--- config.mk ---
export PLATFORM = sky130hd
export DESIGN_NAME = wdt_timer
export DESIGN_NICKNAME = d
export VERILOG_FILES = /design/src/rtl/wdt_pkg.sv /design/src/rtl/wdt_prescale.sv /design/src/rtl/wdt_counter.sv /design/src/rtl/wdt_regs.sv /design/src/rtl/wdt_timer.sv
export SDC_FILE = /design/constraint.sdc
export NUM_CORES = 1
export LEC_CHECK = 0
export BUFFER_PORTS_ARGS = -buffer_cell sky130_fd_sc_hd__clkbuf_2
export CORE_ASPECT_RATIO = 1.4
export CORE_MARGIN = 2
export CORE_UTILIZATION = 38
export CTS_CLUSTER_DIAMETER = 100
export CTS_CLUSTER_SIZE = 16
export DETAILED_ROUTE_END_ITERATION = 8
export GPL_ROUTABILITY_DRIVEN = 0
export PLACE_DENSITY = 0.57
export REMOVE_ABC_BUFFERS = 1
export SKIP_CTS_REPAIR_TIMING = 1
export SLEW_MARGIN = 10
export SYNTH_ARGS = -nofsm -noshare
export SYNTH_HDL_FRONTEND = slang
export SYNTH_SLANG_ARGS = --single-unit
--- constraint.sdc ---
create_clock -name clk -period 4.3 [get_ports clk]
set_input_delay 0.43 -clock clk [delete_from_list [all_inputs] [get_ports clk]]
set_output_delay 0.43 -clock clk [all_outputs]
set_load 0.1 [all_outputs]
--- src/rtl/wdt_pkg.sv ---
package wdt_pkg;
  localparam int DATA_W = 8;

  typedef enum logic [1:0] {
    ADR_RELOAD = 2'd0,
    ADR_CTRL   = 2'd1,
    ADR_CNT_LO = 2'd2,
    ADR_CNT_HI = 2'd3
  } wdt_addr_e;

  localparam int BIT_ARM    = 0;
  localparam int BIT_FIRE   = 1;
  localparam int BIT_RUN    = 7;
  localparam int BIT_PRESEL = 7;

  // ticks from a refresh to the reset request
  function automatic int timeout_ticks(input int rel, input int lo_w,
                                       input int hi_w, input bit presel,
                                       input int div);
    int span;
    span = (1 << (lo_w + hi_w)) - rel * (1 << lo_w);
    return presel ? span * div : span;
  endfunction
endpackage

--- src/rtl/wdt_prescale.sv ---
module wdt_prescale #(
  parameter int DIV = 16
) (
  input  logic clk,
  input  logic rst_n,
  input  logic clear,
  input  logic enable,
  input  logic sel,
  output logic step
);
  generate
    if (DIV > 1) begin : g_div
      localparam int PW = $clog2(DIV);
      logic [PW-1:0] pre_q;
      logic          at_end;
      assign at_end = (pre_q == PW'(DIV - 1));
      always_ff @(posedge clk) begin
        if (!rst_n || clear || !sel) pre_q <= '0;
        else if (enable)             pre_q <= at_end ? '0 : pre_q + 1'b1;
      end
      assign step = enable && (!sel || at_end);
    end else begin : g_nodiv
      assign step = enable;
    end
  endgenerate
endmodule

--- src/rtl/wdt_counter.sv ---
module wdt_counter #(
  parameter int LO_W = 8,
  parameter int HI_W = 8,
  localparam int CNT_W = LO_W + HI_W
) (
  input  logic             clk,
  input  logic             rst_n,
  input  logic             refresh,
  input  logic             step,
  input  logic [HI_W-2:0]  reload_val,
  output logic [CNT_W-1:0] count,
  output logic             overflow,
  output logic             rst_req
);
  function automatic logic [CNT_W-1:0] load_word(input logic [HI_W-2:0] v);
    logic [CNT_W-1:0] w;
    w = '0;
    w[CNT_W-2:LO_W] = v;
    return w;
  endfunction

  logic [CNT_W-1:0] count_q;
  logic             req_q;

  assign overflow = step && !refresh && (&count_q);

  always_ff @(posedge clk) begin
    if (!rst_n) begin
      count_q <= '0;
      req_q   <= 1'b0;
    end else begin
      req_q <= overflow;
      if (refresh || overflow) count_q <= load_word(reload_val);
      else if (step)           count_q <= count_q + 1'b1;
    end
  end

  assign count   = count_q;
  assign rst_req = req_q;
endmodule

--- src/rtl/wdt_regs.sv ---
module wdt_regs
  import wdt_pkg::*;
#(
  parameter int LO_W = 8,
  parameter int HI_W = 8,
  localparam int CNT_W = LO_W + HI_W
) (
  input  logic              clk,
  input  logic              rst_n,
  input  logic              bus_wr,
  input  logic [1:0]        bus_addr,
  input  logic [DATA_W-1:0] bus_wdata,
  input  logic              running,
  input  logic [CNT_W-1:0]  count,
  output logic [DATA_W-1:0] bus_rdata,
  output logic              presel,
  output logic [HI_W-2:0]   reload_val,
  output logic              armed,
  output logic              refresh
);
  logic            presel_q;
  logic [HI_W-2:0] reload_q;
  logic            armed_q;
  logic            wr_ctrl;

  assign wr_ctrl = bus_wr && (bus_addr == ADR_CTRL);
  assign refresh = wr_ctrl && armed_q && bus_wdata[BIT_FIRE];

  always_ff @(posedge clk) begin
    if (!rst_n) begin
      presel_q <= 1'b0;
      reload_q <= '0;
      armed_q  <= 1'b0;
    end else if (bus_wr) begin
      armed_q <= wr_ctrl && bus_wdata[BIT_ARM];
      if (bus_addr == ADR_RELOAD) begin
        presel_q <= bus_wdata[BIT_PRESEL];
        reload_q <= bus_wdata[HI_W-2:0];
      end
    end
  end

  always_comb begin
    bus_rdata = '0;
    case (bus_addr)
      ADR_RELOAD: begin
        bus_rdata[HI_W-2:0]  = reload_q;
        bus_rdata[BIT_PRESEL] = presel_q;
      end
      ADR_CTRL: begin
        bus_rdata[BIT_ARM] = armed_q;
        bus_rdata[BIT_RUN] = running;
      end
      ADR_CNT_LO: bus_rdata = DATA_W'(count[LO_W-1:0]);
      default:    bus_rdata = DATA_W'(count[CNT_W-1:LO_W]);
    endcase
  end

  assign presel     = presel_q;
  assign reload_val = reload_q;
  assign armed      = armed_q;
endmodule

--- src/rtl/wdt_timer.sv ---
module wdt_timer
  import wdt_pkg::*;
#(
  parameter int LO_W = 8,
  parameter int HI_W = 8,
  parameter int DIV  = 16
) (
  input  logic        clk,
  input  logic        rst_n,
  input  logic        tick,
  input  logic        wd_start,
  input  logic        bus_wr,
  input  logic [1:0]  bus_addr,
  input  logic [7:0]  bus_wdata,
  output logic [7:0]  bus_rdata,
  output logic        running,
  output logic        rst_req
);
  localparam int CNT_W = LO_W + HI_W;

  logic             run_q;
  logic             presel;
  logic [HI_W-2:0]  reload_val;
  logic             armed;
  logic             refresh_pulse;
  logic             count_step;
  logic             overflow;
  logic [CNT_W-1:0] count;

  always_ff @(posedge clk) begin
    if (!rst_n) run_q <= 1'b0;
    else        run_q <= run_q | wd_start;
  end
  assign running = run_q;

  wdt_regs #(.LO_W(LO_W), .HI_W(HI_W)) u_regs (
    .clk(clk), .rst_n(rst_n), .bus_wr(bus_wr), .bus_addr(bus_addr),
    .bus_wdata(bus_wdata), .running(run_q), .count(count),
    .bus_rdata(bus_rdata), .presel(presel), .reload_val(reload_val),
    .armed(armed), .refresh(refresh_pulse)
  );

  wdt_prescale #(.DIV(DIV)) u_pre (
    .clk(clk), .rst_n(rst_n), .clear(refresh_pulse),
    .enable(run_q && tick), .sel(presel), .step(count_step)
  );

  wdt_counter #(.LO_W(LO_W), .HI_W(HI_W)) u_cnt (
    .clk(clk), .rst_n(rst_n), .refresh(refresh_pulse), .step(count_step),
    .reload_val(reload_val), .count(count), .overflow(overflow),
    .rst_req(rst_req)
  );
endmodule

* Word-level counts from Yosys, hierarchy flattened *
Cells that the tools add are included.

storage, ports and cells
  word-level logic and storage cells = 41
  bits of input ports = 15
  register bits = 31

operators by class
  eq/ne operators = 3
  reductions and logical operators = 20
  bitwise gates (word level) = 2
  $add $sub $neg = 2
  muxes and demuxes = 6

operators by type and width
  operator                                                               number
  15-bit two-way mux                                                     2
  6-bit one-hot mux with 3 select lines                                  1
  16-bit by 1-bit adder with 16-bit output, second input constant        1
  16-bit AND reduction                                                   1
  1-bit logical AND                                                      8
  1-bit one-hot mux with 3 select lines                                  2
  4-bit by 1-bit adder with 4-bit output, second input constant          1
  4-bit equality test, second input constant                             1
  1-bit logical OR                                                       4
  4-bit two-way mux                                                      1
  1-bit logical NOT                                                      3
  2-bit by 1-bit equality test with 1-bit output, second input constant  1
  2-bit equality test, second input constant                             1
  2-bit logical NOT                                                      1
  2-bit AND reduction                                                    1
  2-bit nonzero test                                                     1
  2-bit OR reduction                                                     1
  1-bit NOT                                                              1
  1-bit OR                                                               1

* Longest topological paths before layout *
Gate-level depths: netlist of run 1.

  word-level depth = 9
  depth in mapped cells = 7
  depth with buffers taken out = 6

* Hierarchy *
From an unflattened synthesis of run 1, not the netlist that was laid out.

unflattened totals
  cell total of the unflattened synthesis = 181
  area, all modules = 1661.6 um^2

modules (own cells, without submodules)
  module        times used  cells an instance  area each (um^2)
  wdt_counter   1           98                 840.8
  wdt_regs      1           59                 598.1
  wdt_prescale  1           21                 188.9
  wdt_timer     1           3                  33.8

* Worst setup path before layout of run 1 *
Ideal clock, no wire load.

  path kind = register -> register
  start point = register run_q, in the netlist running
  end point = register u_cnt.count_q[10], in the netlist u_cnt.count[10]
  buffers on the path = 1
  arrival time = 2266 ps
  slack = 1915 ps
  library setup time = 118 ps
  stages on the path, launching flop included = 7
  cells stage by stage = dfxtp_1 > nand2_2 > a2111oi_4 > a31oi_2 > buf_6 > o21ai_1 > a21oi_1

between the ends
  word-level cells in the longest chain between the ends = 6
  elaborated cells on any way between the ends = 7
  classes of those cells = mux (1); reduce/logical (6)

ends and longest elaborated chain
  what                                                             line                text
  from (decl)                                                      wdt_timer.sv:21     logic run_q;
  from (signal assigned)                                           wdt_timer.sv:32     else run_q <= run_q | wd_start;
  1-bit logical AND (*)                                            wdt_timer.sv:45     .enable(run_q && tick), .sel(presel), .step(count_step)
  1-bit logical AND (*)                                            wdt_prescale.sv:21  assign step = enable && (!sel || at_end);
  1-bit logical AND (2 in series)                                  wdt_counter.sv:25   assign overflow = step && !refresh && (&count_q);
  1-bit logical OR                                                 wdt_counter.sv:33   if (refresh || overflow) count_q <= load_word(reload_val);
  15-bit two-way mux / 2-bit nonzero test (equally long branches)  --
  to (signal assigned)                                             wdt_counter.sv:33
  to (signal assigned)                                             wdt_counter.sv:34   else if (step) count_q <= count_q + 1'b1;
  to (decl)                                                        wdt_counter.sv:22   logic [CNT_W-1:0] count_q;

Mark *: on every way between the ends. The rest lies on a longest branch, timed or not.
A chain may end at the register's enable or synchronous reset.

* Worst setup path in the final report of run 1 *
  start point = register u_pre.g_div.pre_q[0]
  end point = register u_cnt.count_q[14], in the netlist u_cnt.count[14]

between the ends
  word-level cells in the longest chain between the ends = 7
  elaborated cells on any way between the ends = 8
  classes of those cells = eq/ne (1); mux (1); reduce/logical (6)

ends and longest elaborated chain
  what                                                             line                text
  from (decl)                                                      wdt_prescale.sv:14  logic [PW-1:0] pre_q;
  from (signal assigned)                                           wdt_prescale.sv:19  else if (enable) pre_q <= at_end ? '0 : pre_q + 1'b1;
  4-bit equality test (*)                                          wdt_prescale.sv:16  assign at_end = (pre_q == PW'(DIV - 1));
  1-bit logical OR (*)                                             wdt_prescale.sv:21
  1-bit logical AND (*)                                            wdt_prescale.sv:21
  1-bit logical AND (2 in series)                                  wdt_counter.sv:25
  1-bit logical OR                                                 wdt_counter.sv:33
  15-bit two-way mux / 2-bit nonzero test (equally long branches)  --

Marks and branches as above.

==> impl_metrics.toml, run 1 <==
[worst_setup_path]
cp-start-kind = "flip-flop"
worstPathMaxFanout = 12
cp.arrival_ns = 2.37
critPathKind = "reg -> reg"
end_kind = "flip-flop"
cp.required_ns = 4.45

[floorplanning]
core_area_mm2 = 0.00417
chipHeight_um = 81.3
pin_count = 25
start_util_pct = 38.9
fp-row-count = 28
chipWidth_um = 59.2
die_area_mm2 = 0.00482

[sta]
finalSetupTns_ns = 0
slew_viol_final = 0
fmax_mhz = 450
finClkSkew_ns = 0.00452
layout_min_cycle_time_ns = 2.22
setup_viol = 0
worst_pin_slew_ns = 0.636
period_share_pct = 51.6
relSlewSlack_pct = 57.6
grt_setup_unrepaired = "false"
hold_viol_final = 0

[place]
port_buffers = 24
dp_hpwl_um = 2650

[cells_and_area]
fill_cells = 419
drive_gt1_share_pct = 22.1
final_core_util_pct = 44.1
diodes = 0
syn_to_final_growth_pct = 13.4
fin_nets = 224

[logic_synthesis]
ys_types = 39
synthFlopType = "dfxtp_1"
ys_seq_elements = 31
yosysWarnings = 0
ys_seq_area_share_pct = 38.2
syn_area_mm2 = 0.00162
syn_inst = 184
async_flop_share_pct = 0
synth_edf_count = 0
synth_area_per_cell_um2 = 8.82

[drt]
via_per_inst = 5.40
dr.pass1.iters = 8
finalWirelength_um = 3510
ant_nets = 0
drt-initial-drc-count = 39
via_count = 1366
drc_errors = 0
routedWlPerCell_um = 13.9

[clock_network]
clk_latency_ns = 0.28
cts_max_path_buffers = 2
cts.sinks = 31
ctsRootBufferMaster = "clkbuf_8"
cts_buffers = 5
htreeDepth = 2
path_clk_slew_ns = 0.06
cts_tree = "done"

[grt]
grt_usage_pct = 16.9
grt_antenna_before_repair = 0
grt_overflow = 0
grt_max_degree = 21
grt_pass1_vias = 1295
grt_pass1_wl_um = 6080

[pwr]
peakVddDrop_uv = 194
power.density_mw_per_mm2 = 309
p_leak_nw = 0.711

[run]
drv_cap = 0

[worst_hold_path]
min_path_type = "in -> reg"

[status]
status = "complete, no violations"
==> sequential cells by signal (all words and copies together) (netlist names) <==
register,count
u_regs.armed,1
u_cnt.rst_req,1
running,1
u_pre.g_div.pre_q,4
u_regs.presel,1
u_regs.reload_val,7
u_cnt.count,16
==> cell type report <==
cell class                      instances  area (um2)  area share (%)
Timing Repair Buffer                   24         120            6.53
Inverter                                1        3.75           0.204
Sequential cell                        31         621            33.7
Clock inverter                          1        5.00           0.272
Multi-Input combinational cell        144         958            52.1
Tap cell                               45        56.3            3.06
Clock buffer                            7        76.3            4.15
==> report_power, final <==
group / switching (mW) / total [mW] / internal, mW
Sequential: 0.00572 / 0.298 / 0.292
Clock: 0.104 / 0.218 / 0.113
Combinational: 0.0369 / 0.0529 / 0.0161
Total: 0.147 / 0.568 / 0.421
==> worst paths after layout <==
check	cells past startpoint	to	start	slack [ns]
hold / removal	2	running	wd_start	0.34
hold reg to reg	2	u_regs.reload_val[3]	u_regs.reload_val[3]	0.48
setup reg to reg	6	u_cnt.count[14]	u_pre.g_div.pre_q[0]	2.08
setup / recovery	6	u_cnt.count[14]	u_pre.g_div.pre_q[0]	2.08
==> layout by cell type (no fill, tap or decap), types with 2 or more instances in the layout <==
| cell | netlist | final |
|---|---|---|
| mux2_2 | 6 | 6 |
| o21a_1 | 2 | 2 |
| nand3_1 | 10 | 10 |
| o21ai_0 | 3 | 3 |
| o21ai_1 | 4 | 4 |
| a21oi_1 | 10 | 10 |
| mux4_2 | 2 | 2 |
| mux2i_1 | 2 | 2 |
| nand4_1 | 9 | 9 |
| and3_1 | 3 | 3 |
| a21boi_1 | 4 | 4 |
| xnor2_1 | 2 | 2 |
| nor2_1 | 14 | 14 |
| dfxtp_1 | 31 | 31 |
| xor2_1 | 12 | 12 |
| a21boi_0 | 5 | 5 |
| ha_1 | 2 | 2 |
| nand2_2 | 2 | 2 |
| clkbuf_8 | 0 | 5 |
| and2_1 | 2 | 2 |
| a22o_1 | 6 | 6 |
| nand2_1 | 30 | 30 |
| clkbuf_1 | 5 | 2 |
| clkbuf_2 | 0 | 24 |
==> synth_stat cells (all sizes together), types with 5 or more instances <==
library cell  count  share of area (%)
a21boi            9                4.2
a21oi            11                3.6
a22o              6                3.2
clkbuf            5                1.2
dfxtp            31                 38
mux2              6                4.2
nand2            32                7.7
nand3            11                3.7
nand4             9                3.5
nor2             14                3.2
o21ai             7                2.2
xor2             12                6.5
==> through the flow <==
step / area (um2) / instances / setup WS [ns] / hold slack, ns / total power, mW
6_report: 1840 / 253 / 2.08 / 0.338 / 0.568
5_1_grt: 1840 / 253 / 1.91 / 0.337 / 0.596
4_1_cts: 1840 / 253 / 2.08 / 0.332 / 0.576
3_5_place_dp: 1760 / 245 / 2.10 / 0.475 / 0.358
3_3_place_gp: 1760 / 245 / 2.12 / 0.470 / 0.357
2_1_floorplan: 1580 / 176 / 1.86 / 0.445 / 0.337
==> worst max-delay path, cell delays in order (launching register included) <==
cell,delay (ns)
dfxtp_1,0.39
ha_1,0.22
nand3_2,0.14
a2111oi_4,0.68
a31oi_2,0.34
o21ai_0,0.25
a21oi_1,0.05
==> per-layer routing <==
layer  track usage (%)  wire (um)
met1              18.2       1530
met2              29.1       1770
met5                 0          0
met3              4.62        140
met4              9.32         73
==> cells by family (layout without fill, tap and decap cells) <==
kind of cell	after synthesis	in the layout	synth area share [%]
adder cells (fa/ha/maj)	2	2	1.54
AO/OA/AOI/OAI	40	40	18.7
flip-flops	31	31	38.2
XOR/XNOR	14	14	7.56
AND/OR/NAND/NOR	78	78	23.1
buffers and inverters	9	33	2.70
multiplexers	10	10	8.17
Note: power is estimated with default switching activity, not from simulation.
==> run 2: changes to the inputs <==
==> constraint.sdc (replaced) <==
create_clock -name clk -period 2.1 [get_ports clk]
set_input_delay 0.21 -clock clk [delete_from_list [all_inputs] [get_ports clk]]
set_output_delay 0.21 -clock clk [all_outputs]
set_load 0.1 [all_outputs]
==> run 2 against run 1 <==
Effect of this change: sequential cell count stayed put; critical path depth rose by 1; first-iteration DRC count fell by 28%; total power is 120% higher; hold slack worse by 0.22 ns; via count down 1.5%; clock-buffer cell count grew 1; clock skew is essentially flat.
==> impl_metrics.toml, run 2 (synthesized netlist as in run 1, its figures left out) <==
[status]
status = "complete, no violations"

[worst_setup_path]
cpPeakStageDelay_ns = 0.40
crit_family = "compound AO/OA/AOI/OAI gates"
slowest_stage = "a2111oi_4"
worstPathCellList = "ha_1 -> nand3_2 -> a2111oi_4 -> buf_4 -> nand4_1 -> xor2_1 -> a21oi_1"
cp-start-kind = "flip-flop"
cp.arrival_ns = 2.01
critPathKind = "reg -> reg"
cp.required_ns = 2.24
worstPathBufferInverterCount = 1
end_kind = "flip-flop"
ff2ff_setup_slack_ns = 0.23
worstPathMaxFanout = 9

[drt]
finalWirelength_um = 3590
via_per_inst = 5.22
ant_nets = 0
drt-initial-drc-count = 28
via_count = 1346
drc_errors = 0
routedWlPerCell_um = 13.9
dr.pass1.iters = 4

[floorplanning]
chipHeight_um = 81.3
start_util_pct = 38.9
die_area_mm2 = 0.00482
core_area_mm2 = 0.00417
fp-row-count = 28
chipWidth_um = 59.2
pin_count = 25

[pwr]
power_frac_seq_pct = 49.4
p_comb_share_pct = 9.0
p_leak_nw = 0.752
peakVddDrop_uv = 380
power.density_mw_per_mm2 = 645
totalPowerFinal_mw = 1.23
intPower_mw = 0.931
switching_share_pct = 24.5
clock_power_share_pct = 41.5
power.net_switching_mw = 0.302

[grt]
grt.met3_usage_pct = 3.50
grt_overflow = 0
grt_usage_pct = 17.1
grt_pass1_wl_um = 6150
use_met1_pct = 20.1
grt_pass1_vias = 1308
grt_max_degree = 21
grt.busiest_layer = "met2"
grt_antenna_before_repair = 0
use_met2_pct = 29.5

[cells_and_area]
fin_nets = 229
fill_cells = 425
final_core_util_pct = 45.9
largest_reg_flops = 16
diodes = 0
layout_common_cells = "dfxtp_1, nand2_1, clkbuf_2"
final_common_cell = "dfxtp_1"
drive_gt1_share_pct = 24.4
syn_to_final_growth_pct = 17.8

[sta]
layout_min_cycle_time_ns = 1.87
fin_ws_ns = 0.228
hold_viol_final = 0
grt_setup_unrepaired = "false"
slew_viol_final = 0
worst_pin_slew_ns = 0.554
fmax_mhz = 534
relSlewSlack_pct = 63.0
setup_viol = 0
finClkSkew_ns = 0.00446
whs_ns = 0.122
period_share_pct = 89.2

[clock_network]
path_clk_slew_ns = 0.06
clk_latency_ns = 0.28
cts.sinks = 31
cts_max_path_buffers = 2
ctsRootBufferMaster = "clkbuf_8"
htreeDepth = 2
cts_tree = "done"
cts_buffers = 5

[place]
post-place-ws_ns = 0.225
dp_hpwl_um = 2720
port_buffers = 24

[worst_hold_path]
min_path_type = "in -> reg"

[run]
drv_cap = 0
## run 2: cell types whose count changed in the layout (fill, tap and decap cells not counted)
| cell | delta |
|---|---|
| clkbuf_2 | -6 |
| clkinv_2 | -1 |
| clkbuf_8 | +2 |
| clkbuf_1 | -1 |
| buf_4 | +11 |
## run 2: cell type report
type,count,area [um2],share of cell area (%)
multi-input combinational,144,958,50.1
sequential,31,621,32.5
timing repair buffer,29,173,9.03
clock buffer,8,100,5.24
tap,45,56.3,2.95
inverter,1,3.75,0.196
## run 2: routing by layer
layer,up-vias,part of all wire (%)
met1,603,46
met2,26,49
li1,711,-
met5,-,0
met4,0,1.9
met3,6,3.5
## run 2: worst register-to-register path, stage by stage (launching register included)
cell       delay (ns)
dfxtp_1          0.39
ha_1             0.22
nand3_2          0.14
a2111oi_4        0.40
buf_4            0.23
nand4_1          0.12
xor2_1           0.16
a21oi_1          0.08
## run 2: final timing paths
kind,from,endpoint,cells after the start
max,u_pre.g_div.pre_q[0],u_cnt.count[10],7
min,wd_start,running,2
max reg2reg,u_pre.g_div.pre_q[0],u_cnt.count[10],7
min reg2reg,u_regs.reload_val[1],u_regs.reload_val[1],2
## run 2: stage by stage
stage	setup TNS, ns	area [um2]	cells
final	0	1910	258
after global routing	0	1910	258
after CTS	0	1910	258
after detailed placement	0	1810	250
after global placement	0	1810	250
after floorplan	-2.34	1580	176
## run 2: power groups by stage
stage / combinational (mW) / sequential (mW) / clock [mW]
after floorplan: 0.0621 / 0.628 / 0
after global placement: 0.112 / 0.623 / 0
after detailed placement: 0.112 / 0.623 / 0
after CTS: 0.112 / 0.610 / 0.530
after global routing: 0.121 / 0.611 / 0.554
final: 0.111 / 0.610 / 0.512
